### src/rtl/dma_irq_pkg.sv
package dma_irq_pkg;
  localparam int unsigned STAT_W  = 32;
  localparam int unsigned EVT_W   = 15;
  localparam int unsigned CLR_W   = 17;
  localparam int unsigned ST_W    = 3;
  localparam int unsigned ERR_W   = 3;
  localparam int unsigned SUB_N   = 4;

  localparam int unsigned AIS_POS    = 15;
  localparam int unsigned NIS_POS    = 16;
  localparam int unsigned RX_ST_LSB  = 17;
  localparam int unsigned TX_ST_LSB  = 20;
  localparam int unsigned ERR_LSB    = 23;
  localparam int unsigned FBI_POS    = 13;
  localparam int unsigned RCV_POS    = 6;
  localparam int unsigned ERCV_POS   = 14;
  localparam int unsigned SUB_POS [SUB_N] = '{30, 29, 27, 26};

  localparam logic [EVT_W-1:0] LIVE_MASK = 15'h67FF;
  localparam logic [EVT_W-1:0] NORM_MASK = 15'h4045;
  localparam logic [EVT_W-1:0] ABN_MASK  = 15'h27BA;

  typedef struct packed {
    logic [ERR_W-1:0] err_type;
    logic [ST_W-1:0]  tx_st;
    logic [ST_W-1:0]  rx_st;
    logic [SUB_N-1:0] sub;
  } ro_fields_t;
endpackage

### src/rtl/irq_event_bank.sv
module irq_event_bank
  import dma_irq_pkg::*;
#(
  parameter int unsigned     W        = EVT_W,
  parameter logic [W-1:0]    LIVE     = LIVE_MASK,
  parameter int unsigned     SRC_POS  = RCV_POS,
  parameter int unsigned     DST_POS  = ERCV_POS
) (
  input  logic         clk,
  input  logic         rst,
  input  logic [W-1:0] evt_pulse,
  input  logic         wr_en,
  input  logic [W-1:0] wr_clr,
  output logic [W-1:0] bits_q,
  output logic [W-1:0] bits_nxt
);
  logic [W-1:0] set_v;
  logic [W-1:0] clr_v;
  logic         unused_rsvd;

  assign set_v = evt_pulse & LIVE;
  assign clr_v = wr_clr & {W{wr_en}};
  assign unused_rsvd = ^((evt_pulse | wr_clr) & ~LIVE);

  for (genvar i = 0; i < W; i++) begin : g_bit
    if (!LIVE[i]) begin : g_rsvd
      assign bits_nxt[i] = 1'b0;
    end else if (i == DST_POS) begin : g_auto
      assign bits_nxt[i] = ((bits_q[i] & ~clr_v[i]) | set_v[i]) & ~set_v[SRC_POS];
    end else begin : g_plain
      assign bits_nxt[i] = (bits_q[i] & ~clr_v[i]) | set_v[i];
    end
  end

  always_ff @(posedge clk) begin
    if (rst) bits_q <= '0;
    else     bits_q <= bits_nxt;
  end

  localparam logic [W-1:0] SET_CHK = LIVE & ~(W'(1) << DST_POS);

  AST_SET_WINS: assert property (@(posedge clk) disable iff (rst)
    |(evt_pulse & SET_CHK) |=> ((bits_q & $past(evt_pulse & SET_CHK)) == $past(evt_pulse & SET_CHK)));
  AST_ERCV_AUTOCLR: assert property (@(posedge clk) disable iff (rst)
    evt_pulse[SRC_POS] |=> !bits_q[DST_POS]);
  AST_WR_CLEAR: assert property (@(posedge clk) disable iff (rst)
    (wr_en && wr_clr[0] && !evt_pulse[0]) |=> !bits_q[0]);
endmodule

### src/rtl/irq_summary.sv
module irq_summary
  import dma_irq_pkg::*;
#(
  parameter int unsigned  W      = EVT_W,
  parameter logic [W-1:0] CONTRIB = NORM_MASK
) (
  input  logic         clk,
  input  logic         rst,
  input  logic [W-1:0] bits_nxt,
  input  logic [W-1:0] ien_evt,
  input  logic         ien_sum,
  input  logic         clr,
  output logic         sum_q
);
  logic hit;
  logic sum_d;

  assign hit   = ien_sum & |(bits_nxt & ien_evt & CONTRIB);
  assign sum_d = hit | (sum_q & ~clr);

  always_ff @(posedge clk) begin
    if (rst) sum_q <= 1'b0;
    else     sum_q <= sum_d;
  end

  AST_SUM_STICKY: assert property (@(posedge clk) disable iff (rst)
    (sum_q && !clr) |=> sum_q);
  AST_SUM_MASKED: assert property (@(posedge clk) disable iff (rst)
    (!ien_sum && !sum_q) |=> !sum_q);
endmodule

### src/rtl/irq_readback.sv
module irq_readback
  import dma_irq_pkg::*;
#(
  parameter int unsigned W  = EVT_W,
  parameter int unsigned SW = STAT_W
) (
  input  logic          clk,
  input  logic          rst,
  input  logic [W-1:0]  bits_q,
  input  logic          nis_q,
  input  logic          ais_q,
  input  ro_fields_t    ro,
  output logic [SW-1:0] status_word,
  output logic          irq
);
  logic [SW-1:0] word_d;
  logic          irq_d;

  always_comb begin
    word_d = '0;
    word_d[W-1:0] = bits_q & LIVE_MASK;
    word_d[AIS_POS] = ais_q;
    word_d[NIS_POS] = nis_q;
    word_d[RX_ST_LSB +: ST_W] = ro.rx_st;
    word_d[TX_ST_LSB +: ST_W] = ro.tx_st;
    word_d[ERR_LSB +: ERR_W]  = bits_q[FBI_POS] ? ro.err_type : '0;
    for (int k = 0; k < SUB_N; k++) word_d[SUB_POS[k]] = ro.sub[k];
  end

  assign irq_d = nis_q | ais_q | (|ro.sub);

  always_ff @(posedge clk) begin
    if (rst) begin
      status_word <= '0;
      irq         <= 1'b0;
    end else begin
      status_word <= word_d;
      irq         <= irq_d;
    end
  end

  AST_SUB_IRQ: assert property (@(posedge clk) disable iff (rst)
    (|ro.sub) |=> irq);
  AST_ERR_GATED: assert property (@(posedge clk) disable iff (rst)
    !bits_q[FBI_POS] |=> (status_word[ERR_LSB +: ERR_W] == '0));
  AST_QUIET_IRQ: assert property (@(posedge clk) disable iff (rst)
    (!nis_q && !ais_q && !(|ro.sub)) |=> !irq);
endmodule

### src/rtl/dma_irq_status.sv
module dma_irq_status
  import dma_irq_pkg::*;
(
  input  logic              clk,
  input  logic              rst,
  input  logic [EVT_W-1:0]  evt_pulse,
  input  logic              wr_en,
  input  logic [CLR_W-1:0]  wr_data,
  input  logic [CLR_W-1:0]  ien,
  input  logic [ERR_W-1:0]  bus_err_type,
  input  logic [ST_W-1:0]   tx_state,
  input  logic [ST_W-1:0]   rx_state,
  input  logic [SUB_N-1:0]  sub_lvl,
  output logic [STAT_W-1:0] status_word,
  output logic              irq
);
  logic [EVT_W-1:0] bits_q;
  logic [EVT_W-1:0] bits_nxt;
  logic             nis_q;
  logic             ais_q;
  ro_fields_t       ro;

  assign ro.err_type = bus_err_type;
  assign ro.tx_st    = tx_state;
  assign ro.rx_st    = rx_state;
  assign ro.sub      = sub_lvl;

  irq_event_bank #(.W(EVT_W), .LIVE(LIVE_MASK), .SRC_POS(RCV_POS), .DST_POS(ERCV_POS)) u_bank (
    .clk(clk), .rst(rst), .evt_pulse(evt_pulse), .wr_en(wr_en),
    .wr_clr(wr_data[EVT_W-1:0]), .bits_q(bits_q), .bits_nxt(bits_nxt)
  );

  irq_summary #(.W(EVT_W), .CONTRIB(NORM_MASK)) u_norm (
    .clk(clk), .rst(rst), .bits_nxt(bits_nxt), .ien_evt(ien[EVT_W-1:0]),
    .ien_sum(ien[NIS_POS]), .clr(wr_en & wr_data[NIS_POS]), .sum_q(nis_q)
  );

  irq_summary #(.W(EVT_W), .CONTRIB(ABN_MASK)) u_abn (
    .clk(clk), .rst(rst), .bits_nxt(bits_nxt), .ien_evt(ien[EVT_W-1:0]),
    .ien_sum(ien[AIS_POS]), .clr(wr_en & wr_data[AIS_POS]), .sum_q(ais_q)
  );

  irq_readback #(.W(EVT_W), .SW(STAT_W)) u_rb (
    .clk(clk), .rst(rst), .bits_q(bits_q), .nis_q(nis_q), .ais_q(ais_q),
    .ro(ro), .status_word(status_word), .irq(irq)
  );

  AST_RSVD_PULSE: assert property (@(posedge clk) disable iff (rst)
    (evt_pulse[11] || evt_pulse[12]) |=> (bits_q[12:11] == 2'b00));
  AST_NO_WR_NO_CLR: assert property (@(posedge clk) disable iff (rst)
    (!wr_en && bits_q[1]) |=> bits_q[1]);
endmodule

### config.mk
export PLATFORM = sky130hd
export DESIGN_NAME = dma_irq_status
export DESIGN_NICKNAME = d
export VERILOG_FILES = /design/src/rtl/dma_irq_pkg.sv /design/src/rtl/irq_event_bank.sv /design/src/rtl/irq_summary.sv /design/src/rtl/irq_readback.sv /design/src/rtl/dma_irq_status.sv
export SDC_FILE = /design/constraint.sdc
export NUM_CORES = 1
export LEC_CHECK = 0
export BUFFER_PORTS_ARGS = -buffer_cell sky130_fd_sc_hd__buf_2
export CELL_PAD_IN_SITES_DETAIL_PLACEMENT = 0
export CELL_PAD_IN_SITES_GLOBAL_PLACEMENT = 1
export CORE_MARGIN = 2
export CORE_UTILIZATION = 29
export CTS_CLUSTER_SIZE = 24
export DETAILED_ROUTE_END_ITERATION = 10
export PLACE_DENSITY = 0.87
export SLEW_MARGIN = 40
export SYNTH_ARGS = -nofsm -noshare
export SYNTH_HDL_FRONTEND = slang
export SYNTH_SLANG_ARGS = --single-unit
### constraint.sdc
create_clock -name clk -period 1.1 [get_ports clk]
set_input_delay 0 -clock clk [delete_from_list [all_inputs] [get_ports clk]]
set_output_delay 0 -clock clk [all_outputs]
set_load 0.05 [all_outputs]
After elaboration in Yosys (flattened, before gate mapping)
Cells that the tools add are included.
{"block": "totals", "inputBits": 65, "elab_cells": 67, "output_inout_bits": 33, "regBits": 48}
{"block": "op_classes", "n_reduce_logical": 4, "n_bitwise": 56}
{"op": "15-bit AND", "count": 2}
{"op": "1-bit AND", "count": 20}
{"op": "1-bit inverter", "count": 17}
{"op": "1-bit OR", "count": 17}
{"op": "9-bit OR reduction", "count": 1}
{"op": "4-bit OR reduction", "count": 2}
{"op": "2-bit OR reduction", "count": 1}

Depth between registers and ports, before layout
{"block": "depth", "word_depth": 9, "depth_mapped": 5, "mapped_depth_nobuf": 4}

By module
A second synthesis with hierarchy kept.
{"block": "unflattened", "hier_cells": 144, "hier_area_um2": 1637.8}
{"mod": "irq_readback", "instances": 1, "cells_each": 67, "seq_area_each_um2": 580.6, "area_each_um2": 822.0}
{"mod": "irq_event_bank", "instances": 1, "cells_each": 60, "seq_area_each_um2": 260.2, "area_each_um2": 658.1}
{"mod": "irq_summary (u_abn)", "instances": 1, "cells_each": 9, "seq_area_each_um2": 20.0, "area_each_um2": 91.3}
{"mod": "irq_summary (u_norm)", "instances": 1, "cells_each": 6, "seq_area_each_um2": 20.0, "area_each_um2": 53.8}
{"mod": "dma_irq_status", "instances": 1, "cells_each": 2, "seq_area_each_um2": 0.0, "area_each_um2": 12.5}

Worst setup path after synthesis
Ideal clock, no wire load.
{"block": "synth_timing", "kind": "register to register", "startpoint": "register u_bank.bits_q[14]", "endpoint": "register u_norm.sum_q", "stages_incl_launch_ff": 4, "arrival_time_ns": 0.890, "setup_time_ns": 0.088, "n_path_buf": 0, "synth_period_minus_slack_ns": 0.978, "slack_ns": 0.122, "required_ns": 1.012, "cell_sequence": "dfxtp_1 a21oi_1 or3b_1 a311oi_2"}
{"block": "synth_between", "elab_chain_cells": 7}
{"element": "start: declaration", "line": "irq_event_bank.sv:14", "rtl": "output logic [W-1:0] bits_q,"}
{"element": "start signal: assignment", "line": "irq_event_bank.sv:37", "rtl": "else bits_q <= bits_nxt;"}
{"element": "1-bit AND", "line": "irq_event_bank.sv:29", "rtl": "assign bits_nxt[i] = ((bits_q[i] & ~clr_v[i]) | set_v[i]) & ~set_v[SRC_POS];"}
{"element": "1-bit OR", "line": "irq_event_bank.sv:29"}
{"element": "1-bit AND", "line": "irq_event_bank.sv:29"}
{"element": "15-bit AND"}
{"element": "4-bit OR reduction", "line": "irq_summary.sv:18", "rtl": "assign hit = ien_sum & |(bits_nxt & ien_evt & CONTRIB);"}
{"element": "1-bit AND", "line": "irq_summary.sv:18"}
{"element": "1-bit OR", "line": "irq_summary.sv:19", "rtl": "assign sum_d = hit | (sum_q & ~clr);"}
{"element": "end signal: assignment", "line": "irq_summary.sv:23", "rtl": "else sum_q <= sum_d;"}
{"element": "end: declaration", "line": "irq_summary.sv:13", "rtl": "output logic sum_q"}
No other way between the ends.
A chain may end at the register's enable or synchronous reset.

Worst setup path in the final report
Ends and elaborated chain as after synthesis.

==> results by group <==
Global route
  – Grt ovf: 0
  – Met1 Use GR: 0.132
  – Total Routing Usage GR: 0.124
  – Wire length of the first global-routing pass: between 5 and 6 mm
  – Antenna violations before repair: 0
  – Number of global-route vias before repair: 1190
  – Most congested layer reported by global routing: met2
  – Met3 Use GR: 0.0489
  – GR Layer Usage met2: 0.224
  – Largest net degree at the start of global routing: 18

Logic synthesis
  – Top-area cell type share of the netlist area: 0.592
  – Post-Syn Area: approximately 1500 um2
  – Avg Cell Area, Syn: 10.3 um2
  – Number of flip-flops and latches in the synthesized netlist: 44
  – Number of instances in the synthesized netlist: 145
  – Synth cell types: 26
  – Post-synthesis sequential area ratio: 0.592
  – Cell type with the largest total area after synthesis: dfxtp_1
  – Synth Warn #: 0
  – Largest cells by area after synthesis: dfxtp_1 59%, nor2b_1 12%, buf_4 3.0%

STA
  – Peak Freq: 0.970 GHz
  – Maximum clock skew at final layout: roughly 3.4 ps
  – Slew Viols, Final: 0
  – Fin crit share: 0.937
  – Hold Fails Final Rpt: 0
  – Final Setup Violations: 0
  – Min cycle time layout: a little over 1000 ps
  – Sum of negative setup slack: 0 ps

Drt
  – Number of antenna-violating nets in the routed design: 0
  – Drt via density: 4.10
  – Iteration-0 DRC Markers: 33
  – Wirelength, routed: about 3.5 mm
  – Average detailed-routed wire length per instance: 10.6 um
  – Total number of vias: 1368
  – DRC: 0
  – Iteration count of the initial detailed-routing pass: 3

Die
  – I/O pin count: a little under 100
  – Area of the core: 5040 um2
  – Initial core utilization: 0.295
  – DIE WIDTH: 75.7 um
  – Height of the die: 75.7 um
  – Die footprint: 5720 um2
  – Std cell rows: 26

Pwr
  – Clock power frac: 0.299
  – Total power divided by cell area: 1430 nW/um2
  – Proportion of power drawn by flip-flops and latches: 0.507
  – Share of total power consumed by net switching: 0.269
  – Combinational fraction of design power: 0.194
  – Static leakage: roughly 1.1 nW
  – Switching component of the power: 908 uW
  – Internal power of the cells: 2.47 mW
  – Peak VDD IR: 0.671 mV

Final layout
  – Final cell area excluding filler cells: around 2400 um2
  – Antenna diode count: 0
  – Post-Layout Cell Count: 334
  – Share of layout cells above drive strength 1: 0.405
  – Count of fill cells added during filler insertion: 475
  – Nets: 328
  – Post-layout util: 0.469
  – Synth-to-Final Area Change: 58.7%

Worst setup path
  – Setup crit end kind: register
  – Critical register-to-register path startpoint: u_bank.bits_q[14]
  – Critical path startpoint: u_bank.bits_q[14]
  – WP data arrival: 1240 ps
  – Stage delay of the slowest cell on the critical path: 360 ps
  – Startpoint types: register
  – Setup slack on the worst flop-to-flop path: 70 ps
  – Top delay family on crit path: simple AND/OR/NAND/NOR gates
  – Critical path capture point: u_norm.sum_q
  – CP Cell Sequence: a21oi_1 > or3b_1 > a311oi_2
  – Buf/Inv on CP: 0
  – Depth of the worst register-to-register path: 3
  – Crit Path Class: reg2reg
  – Worst-path fanout max: 2
  – Instance count on the critical path: 3
  – Critical path required time: 1310 ps
  – Cell with the biggest individual delay on the critical path: or3b_1
  – Reg-to-reg critical path endpoint: u_norm.sum_q

Placement
  – RD Place Congestion: 0.772
  – HPWL after detailed placement: about 2.6 mm
  – Placed Area: 2020 um2
  – Port-buffer cells: 87
  – DP Cell Count: 301

Outcome
  – Status: finished clean

Clock tree
  – Clock tree from TritonCTS: done
  – Clock sink count: between 40 and 50
  – Root Buffer: clkbuf_8
  – # H-tree levels: 2
  – Post-CTS clock slew at the launch and capture registers of the worst setup and hold paths: around 70 ps
  – Clock buffer depth: 2
  – Num CTS Buffers: 5
  – Worst-skew pair later-pin latency: ~290 ps

Worst hold path
  – Worst min-delay path class: in2reg

Job
  – Max Cap Violations: 0
-- sequential cells by signal, indices dropped and copies added (netlist names) --
register	flops
u_rb.irq	1
u_rb.status_word	28
u_norm.sum_q	1
u_abn.sum_q	1
u_bank.bits_q	13
-- power by group through the flow --
stage	Clock, mW	Sequential, mW	Combinational, mW
global route	1.14	1.73	0.709
finish	1.01	1.71	0.655
CTS	1.06	1.71	0.657
floorplan	0	1.94	0.203
global placement	0	1.75	0.580
detailed placement	0	1.75	0.585
-- per-stage QoR --
step	setup slack (ps)	hold slack, ps	total power, mW
floorplan	122	79.3	2.14
finish	69.0	18.8	3.38
detailed placement	-47.7	201	2.34
CTS	23.1	15.6	3.43
global placement	-10.7	199	2.33
global route	-30.8	33.7	3.58
-- cell usage after synthesis, drive strengths merged --
cell type,number
nand2,9
a21oi,9
dfxtp,44
o2111a,2
a311oi,1
or3b,1
a21boi,7
a31oi,1
o21ai,5
nor2b,28
nor2,12
a21o,2
and2,3
buf,7
inv,4
o21ba,3
conb,1
nor4,1
o22a,1
clkbuf,2
o21a,1
nor3,1
-- how the worst min path moves through the flow --
stage | from | endpoint | slack, ps | cells past startpoint
finish | wr_data[7] | u_bank.bits_q[7] | 20 | 4
global route | wr_data[6] | u_bank.bits_q[6] | 30 | 4
CTS | ien[16] | u_norm.sum_q | 20 | 3
detailed placement | evt_pulse[6] | u_bank.bits_q[14] | 200 | 2
global placement | evt_pulse[6] | u_bank.bits_q[14] | 200 | 2
floorplan | evt_pulse[6] | u_bank.bits_q[14] | 80 | 1
-- repair_timing --
action / in CTS / in global routing
pin swaps: 0 / 0
buffers inserted: 0 / 0
resized for setup: 3 / 4
hold buffers: 25 / 0
endpoints found under the hold margin: 25 / 0
endpoints found under the setup margin: 1 / 1
-- per-layer routing --
metal,wire length [um],up-vias
met5,0,-
met4,42,0
met3,256,6
met2,1860,50
met1,1370,608
li1,-,704
-- worst reg2reg max path: cells and delay by family (launching register included) --
| kind | cells | cell delay, ps |
|---|---|---|
| DFF | 1 | 330 |
| and+or+nand+nor | 1 | 360 |
| AOI/OAI and AO/OA | 2 | 260 |
-- placed cells by master, fill, tap and decap left out, types with 5 or more instances in the layout --
master,n
a21oi_1,6
clkbuf_8,6
nor2b_1,28
dfxtp_1,44
nand2_1,9
dlygate4sd3_1,25
buf_2,87
a21boi_1,5
nor2_1,12
-- cell type report --
type / instances / area [um2] / area share
timing repair buffer: 117 / 736 / 0.311
tap: 70 / 87.6 / 0.0371
clock buffer: 8 / 90.1 / 0.0381
multi-input combinational: 91 / 554 / 0.235
sequential: 44 / 881 / 0.373
inverter: 4 / 15.0 / 0.00635
-- kinds of logic (layout without fill, tap and decap cells) --
family,after synthesis,count (layout),share of synthesized area
and+or+nand+nor,55,55,0.197
other,1,4,0.00252
AOI/OAI and AO/OA,32,32,0.161
DFF,44,44,0.592
buffers and inverters,13,129,0.0487
(Power assumes the default switching activity.)
